[src/rtl/cc_pkg.sv]
package cc_pkg;
    localparam int DATA_W = 16;
    localparam int MASK_W = 3;

    // Index of each flag in the packed {n, z, p} vector
    localparam int IDX_N = 2;
    localparam int IDX_Z = 1;
    localparam int IDX_P = 0;

    typedef enum logic [1:0] {
        CC_NEG  = 2'd0,
        CC_ZERO = 2'd1,
        CC_POS  = 2'd2
    } cc_state_e;
endpackage

[src/rtl/cc_sign_classify.sv]
module cc_sign_classify
    import cc_pkg::*;
#(
    parameter int WIDTH = DATA_W
) (
    input  logic [WIDTH-1:0] value,
    output cc_state_e        sign_class
);
    localparam int MSB = WIDTH - 1;

    logic is_neg;
    logic is_zero;

    assign is_neg  = value[MSB];
    assign is_zero = (value == '0);

    always_comb begin
        if (is_neg)       sign_class = CC_NEG;
        else if (is_zero) sign_class = CC_ZERO;
        else              sign_class = CC_POS;
    end
endmodule

[src/rtl/cc_flag_fsm.sv]
module cc_flag_fsm
    import cc_pkg::*;
(
    input  logic                  clk,
    input  logic                  rst_n,
    input  logic                  load,
    input  cc_state_e             sign_class,
    output logic [MASK_W-1:0]     flags
);
    cc_state_e state_q;
    cc_state_e state_d;

    // Next state: LOAD_* moves to the matching class, HOLD keeps the state
    always_comb begin
        state_d = state_q;
        if (load) begin
            unique case (sign_class)
                CC_NEG:  state_d = CC_NEG;
                CC_ZERO: state_d = CC_ZERO;
                CC_POS:  state_d = CC_POS;
                default: state_d = CC_ZERO;
            endcase
        end
    end

    // State register
    always_ff @(posedge clk or negedge rst_n) begin
        if (!rst_n) state_q <= CC_ZERO;
        else        state_q <= state_d;
    end

    // Output decode
    always_comb begin
        flags = '0;
        unique case (state_q)
            CC_NEG:  flags[IDX_N] = 1'b1;
            CC_ZERO: flags[IDX_Z] = 1'b1;
            CC_POS:  flags[IDX_P] = 1'b1;
            default: flags[IDX_Z] = 1'b1;
        endcase
    end

    AST_ONE_FLAG: assert property (@(posedge clk) disable iff (!rst_n)
        $countones(flags) == 1);

    AST_FLAGS_HOLD: assert property (@(posedge clk) disable iff (!rst_n)
        !load |=> $stable(flags));
endmodule

[src/rtl/cc_ben_capture.sv]
module cc_ben_capture
    import cc_pkg::*;
(
    input  logic              clk,
    input  logic              rst_n,
    input  logic              capture,
    input  logic [MASK_W-1:0] mask,
    input  logic [MASK_W-1:0] flags,
    output logic              ben
);
    logic [MASK_W-1:0] term;
    logic              ben_d;

    for (genvar i = 0; i < MASK_W; i++) begin : g_term
        assign term[i] = mask[i] & flags[i];
    end

    assign ben_d = |term;

    always_ff @(posedge clk or negedge rst_n) begin
        if (!rst_n)       ben <= 1'b0;
        else if (capture) ben <= ben_d;
    end

    AST_BEN_HOLD: assert property (@(posedge clk) disable iff (!rst_n)
        !capture |=> $stable(ben));
endmodule

[src/rtl/cc_branch_unit.sv]
module cc_branch_unit
    import cc_pkg::*;
(
    input  logic              clk,
    input  logic              rst_n,
    input  logic [DATA_W-1:0] result_bus,
    input  logic              flag_load,
    input  logic              decode_en,
    input  logic [MASK_W-1:0] cond_mask,
    output logic              flag_n,
    output logic              flag_z,
    output logic              flag_p,
    output logic              branch_taken
);
    cc_state_e         sign_class;
    logic [MASK_W-1:0] flags;

    cc_sign_classify #(.WIDTH(DATA_W)) u_classify (
        .value      (result_bus),
        .sign_class (sign_class)
    );

    cc_flag_fsm u_flags (
        .clk        (clk),
        .rst_n      (rst_n),
        .load       (flag_load),
        .sign_class (sign_class),
        .flags      (flags)
    );

    cc_ben_capture u_ben (
        .clk     (clk),
        .rst_n   (rst_n),
        .capture (decode_en),
        .mask    (cond_mask),
        .flags   (flags),
        .ben     (branch_taken)
    );

    assign flag_n = flags[IDX_N];
    assign flag_z = flags[IDX_Z];
    assign flag_p = flags[IDX_P];

    AST_NEG_SETS_N: assert property (@(posedge clk) disable iff (!rst_n)
        (flag_load && result_bus[DATA_W-1]) |=> (flag_n && !flag_z && !flag_p));

    AST_ZERO_SETS_Z: assert property (@(posedge clk) disable iff (!rst_n)
        (flag_load && result_bus == '0) |=> (flag_z && !flag_n && !flag_p));

    AST_POS_SETS_P: assert property (@(posedge clk) disable iff (!rst_n)
        (flag_load && !result_bus[DATA_W-1] && result_bus != '0)
            |=> (flag_p && !flag_n && !flag_z));

    AST_BEN_VALUE: assert property (@(posedge clk) disable iff (!rst_n)
        decode_en |=> branch_taken == (($past(cond_mask[2]) && $past(flag_n)) ||
                                       ($past(cond_mask[1]) && $past(flag_z)) ||
                                       ($past(cond_mask[0]) && $past(flag_p))));
endmodule

[config.mk]
export PLATFORM = sky130hd
export DESIGN_NAME = cc_branch_unit
export DESIGN_NICKNAME = d
export VERILOG_FILES = /design/src/rtl/cc_pkg.sv /design/src/rtl/cc_sign_classify.sv /design/src/rtl/cc_flag_fsm.sv /design/src/rtl/cc_ben_capture.sv /design/src/rtl/cc_branch_unit.sv
export SDC_FILE = /design/constraint.sdc
export NUM_CORES = 1
export LEC_CHECK = 0
export ABC_AREA = 1
export BUFFER_PORTS_ARGS = -buffer_cell sky130_fd_sc_hd__buf_2
export CAP_MARGIN = 0
export CORE_AREA = 2 2 39 41
export CTS_CLUSTER_DIAMETER = 100
export DETAILED_ROUTE_END_ITERATION = 8
export DIE_AREA = 0 0 41 43
export PLACE_DENSITY_LB_ADDON = 0.05
export RECOVER_POWER = 25
export SYNTH_ARGS = -nofsm -noshare
export SYNTH_HDL_FRONTEND = slang
export SYNTH_HIERARCHICAL = 1
export SYNTH_SLANG_ARGS = --single-unit
[constraint.sdc]
create_clock -name clk -period 1.55 [get_ports clk]
set_clock_uncertainty 0.1 [all_clocks]
set_input_delay 0.2325 -clock clk [delete_from_list [all_inputs] [get_ports clk]]
set_output_delay 0.2325 -clock clk [all_outputs]
set_load 0.1 [all_outputs]
# Yosys cells after proc, flatten, opt, wreduce, memory -nomap -nowiden
# Index checks and enable logic that the tools add are counted.
dict set report classes {
  n_eq_ne 2
  muxes 6
  n_bitwise 3
  n_reduce_logical 5
}
# op n
set ops {}
lappend ops {{$logic_not 16->1} 1}
lappend ops {{$eq 2x2->1 const B} 2}
lappend ops {{$logic_not 2->1} 2}
lappend ops {{$mux 2} 2}
lappend ops {{$pmux 2 s2} 1}
lappend ops {{$and 1x1->1} 3}
lappend ops {{$mux 1} 3}
lappend ops {{$reduce_or 3->1} 1}
lappend ops {{$reduce_or 2->1} 1}
dict set report totals {
  ff_bits 3
  inputBits 23
  out_inout_bits 4
}

# Depth between registers and ports, before layout
dict set report depth {
  word_depth 5
  depth_mapped 7
  mapped_depth_nobuf 7
}

# By module
# Netlist, hierarchy kept.
# module instances cells_each area_per_inst_um2 seq_area_each_um2
set by_module_without_submodules {}
lappend by_module_without_submodules {cc_flag_fsm 1 14 97.6 51.3}
lappend by_module_without_submodules {cc_sign_classify 1 16 63.8 0.0}
lappend by_module_without_submodules {cc_ben_capture 1 9 55.1 25.0}

# Least setup slack after synthesis
# Ideal clock, no wire load.
dict set report synth_path {
  path_type {reg-to-reg}
  startpoint {register u_flags.state_q[1]}
  endpoint {register u_ben.ben}
  arrival_ps 1982
  path_slack_ps -604
  stages_incl_launch_ff 7
  n_path_buf 0
  cell_sequence {dfrtp_1 inv_1 nor2_1 nand2_1 nand2_1 nor2_1 nor2_1}
}
dict set report synth_via {
  word_cells_on_any_way 10
}
# item line
set synth_lines {}
lappend synth_lines {{start, declared} cc_flag_fsm.sv:10} ;# cc_state_e state_q;
lappend synth_lines {{start signal, assigned} cc_flag_fsm.sv:29} ;# else state_q <= state_d;
lappend synth_lines {{$eq 2x2->1} cc_flag_fsm.sv:35} ;# unique case (state_q)
lappend synth_lines {{$mux 1} cc_flag_fsm.sv:35}
lappend synth_lines {{net flag_p} cc_branch_unit.sv:12} ;# output logic flag_p,
lappend synth_lines {{$and 1x1->1} cc_ben_capture.sv:15} ;# assign term[i] = mask[i] & flags[i];
lappend synth_lines {{$reduce_or 3->1} cc_ben_capture.sv:18} ;# assign ben_d = |term;
lappend synth_lines {{end signal, assigned} cc_ben_capture.sv:22} ;# else if (capture) ben <= ben_d;
lappend synth_lines {{end, declared} cc_ben_capture.sv:9} ;# output logic ben
# The timed path passes the listed nets, and every way through them passes these cells.
# A chain may end at the register's enable or synchronous reset.

# Worst setup path in the final report
dict set report layout_path {
  startpoint {register u_flags.state_q[0]}
  endpoint {output flag_p}
}
dict set report layout_via {
  elab_chain_len 2
}
# item line
set layout_lines {}
lappend layout_lines {{$eq 2x2->1} cc_flag_fsm.sv:35}
lappend layout_lines {{$mux 1} cc_flag_fsm.sv:35}
lappend layout_lines {{end, declared} cc_branch_unit.sv:12}
# Every way passes these cells.

==> out/qor.yml <==
detailed_routing:
  post-route-drc-count: 0
  drt_first_iter_violations: 2
  via_count: 318
  avgViaCountPerCell: 3.741
  wire_per_inst_um: 7.376
  ant_nets: 0
  wl_um: 627
  drtPass1Iterations: 4
logic_synthesis:
  syn_avg_cell_area_um2: 5.550
  yosysUniqueCellTypes: 9
  syn_inst: 39
  synth-async-reset-ratio_pct: 100.0
  synth_commonest_cells: "nor2_1, nand2_1, inv_1"
  synth_edf_count: 0
  netlist.area_leader.share_pct: 26.01
  yosysSeqAreaShare_pct: 35.26
  synthesis.nets: 62
  ys_ff_latch: 3
  synth_ff_type: "dfrtp_1"
  yosys-top-cells-area: "nor2_1, nand2_1, dfrtp_1, dfstp_2, inv_1"
  synth_area_leader_cell: "nor2_1"
  yosysWarnings: 6
  yosysMostFrequentCell: "nor2_1"
  synth_area_um2: 216.5
outcome:
  status: "completed"
clock_network:
  clkSinkCount: 3
  cts_root_buf: "clkbuf_4"
  cts-resized-gates: 0
  htreeDepth: 1
  cts_made_buffers: 3
  clkLatencyLatePin_ps: 230
  ctsHoldBuffers: 1
  clockBufferDepth: 2
  post_cts_buffers: 0
  cts_tree: "yes"
  cts.clk_slew.worst_paths_ps: 40
die:
  dieHeight_um: 43
  fp.coreArea_mm2: 0.001384
  row_count: 14
  dieWidth_um: 41
  start_util_pct: 15.64
  io_pins: 27
  dieArea_mm2: 0.001763
timing:
  tns_ps: 0
  fin_crit_ps: 1424
  hold_ws_ps: 123.3
  period_share_pct: 91.85
  max_slew.worst_pin.slew_ps: 482.7
  hold_viol: 0
  rsz0062_at_grt: "no"
  fmax_mhz: 702.4
  slew_viol_final: 0
  slew_headroom_pct: 68.04
  finalSetupViolCount: 0
setup_path:
  cp.required_ps: 1220
  crit_type: "flop to output pin"
  startpoint_type: "flop"
  cp-end-kind: "output pin"
  slowest_stage: "dfstp_2"
  crit_fanout: 5
  cp_num_buf_inv: 1
  path_cells: "nor2_4, buf_12"
  r2r_setup_slack_ps: 410
  slowest_delay_ps: 620
  worst_ep_arrival_time_ps: 1090
  cp_top_family: "flip-flops"
finish:
  syn_to_final_growth_pct: 111.6
  drive_gt1_share_pct: 44.93
  stdcell_area_um2: 457.9
  diodes: 0
  nNetsFinal: 93
grt:
  grt_first_pass_wirelength_mm: 1.097
  grt_use_total_pct: 9.137
  antenna_found_initial: 0
  grt_pass1_vias: 318
  grt.overflow.total: 0
  grt_max_degree: 6
placement:
  routabilityCongestion: 0.5622
  io_buffers: 26
  place_area_um2: 422.9
  dp_hpwl_um: 558.6
min_path:
  hold_class: "input port to flop"
power_and_ir_drop:
  peakVddDrop_mv: 0.4150
  leakagePower_nw: 0.2445
  p_total_mw: 0.3666
  p_per_area_mw_per_mm2: 800.6
flow_run:
  cap_viol_max_count: 0
## flip-flops by register name, summed over array words and instances, names as in the netlist
signal / cells
u_ben/ben: 1
u_flags/state_q: 2
## layer usage
metal	GRT usage, %	routed length (um)
met5	0	0
met4	2.000	0
met3	5.236	57
met2	15.63	343
met1	9.003	225
## worst register-to-register path, cell delays in order, from the launching register on
cell and delay (ps):
dfstp_2 620, nor2_4 70, nand2_1 60, nand2_1 50, nor2_1 80, nor2_1 50
## logic make-up after synthesis
logic type / share of synthesized area (%)
AOI/OAI and AO/OA: 2.310
DFF: 35.26
buffers and inverters: 6.934
and+or+nand+nor: 55.49
## where the power goes
group	internal (mW)	switching [mW]	total (mW)
logic	0.0522	0.0868	0.139
registers	0.0844	0.00469	0.0891
clock network	0.0966	0.0419	0.139
## layout by cell type (no fill, tap or decap), drive strengths merged
master | netlist | routed
dfrtp | 2 | 2
nor2 | 15 | 15
clkbuf | 1 | 5
inv | 3 | 3
a21oi | 1 | 1
nand3 | 1 | 1
buf | 0 | 25
dfstp | 1 | 1
and2 | 1 | 1
nand2 | 14 | 14
dlygate4sd3 | 0 | 1
## final timing paths
check                                                 end                            from  cells past startpoint
hold / removal             u_flags/state_q[0]$_DFFE_PN1P_                       flag_load                      3
min in group asynchronous           u_ben/ben$_DFFE_PN0P_                           rst_n                      2
setup reg to reg                    u_ben/ben$_DFFE_PN0P_  u_flags/state_q[0]$_DFFE_PN1P_                      5
max in group asynchronous  u_flags/state_q[0]$_DFFE_PN1P_                           rst_n                      2
setup / recovery                                   flag_p  u_flags/state_q[0]$_DFFE_PN1P_                      2
hold reg to reg                     u_ben/ben$_DFFE_PN0P_           u_ben/ben$_DFFE_PN0P_                      2
## final cells by class
class	instances	area [um^2]
clock buffers	4	26.28
fillers	163	925.9
inverters	3	11.26
multi-input cells	32	140.1
flip-flops and latches	3	76.32
well taps	16	20.02
repair buffers	27	183.9
## stage by stage
stage	std cells	util, %	setup slack (ps)
floorplan	39	-	67.34
global placement	80	30.56	357.8
detailed placement	80	30.56	361.7
CTS	85	33.18	107.5
global route	85	33.09	91.91
finish	85	33.09	126.3
No activity file was read; power rests on OpenSTA's default activity.
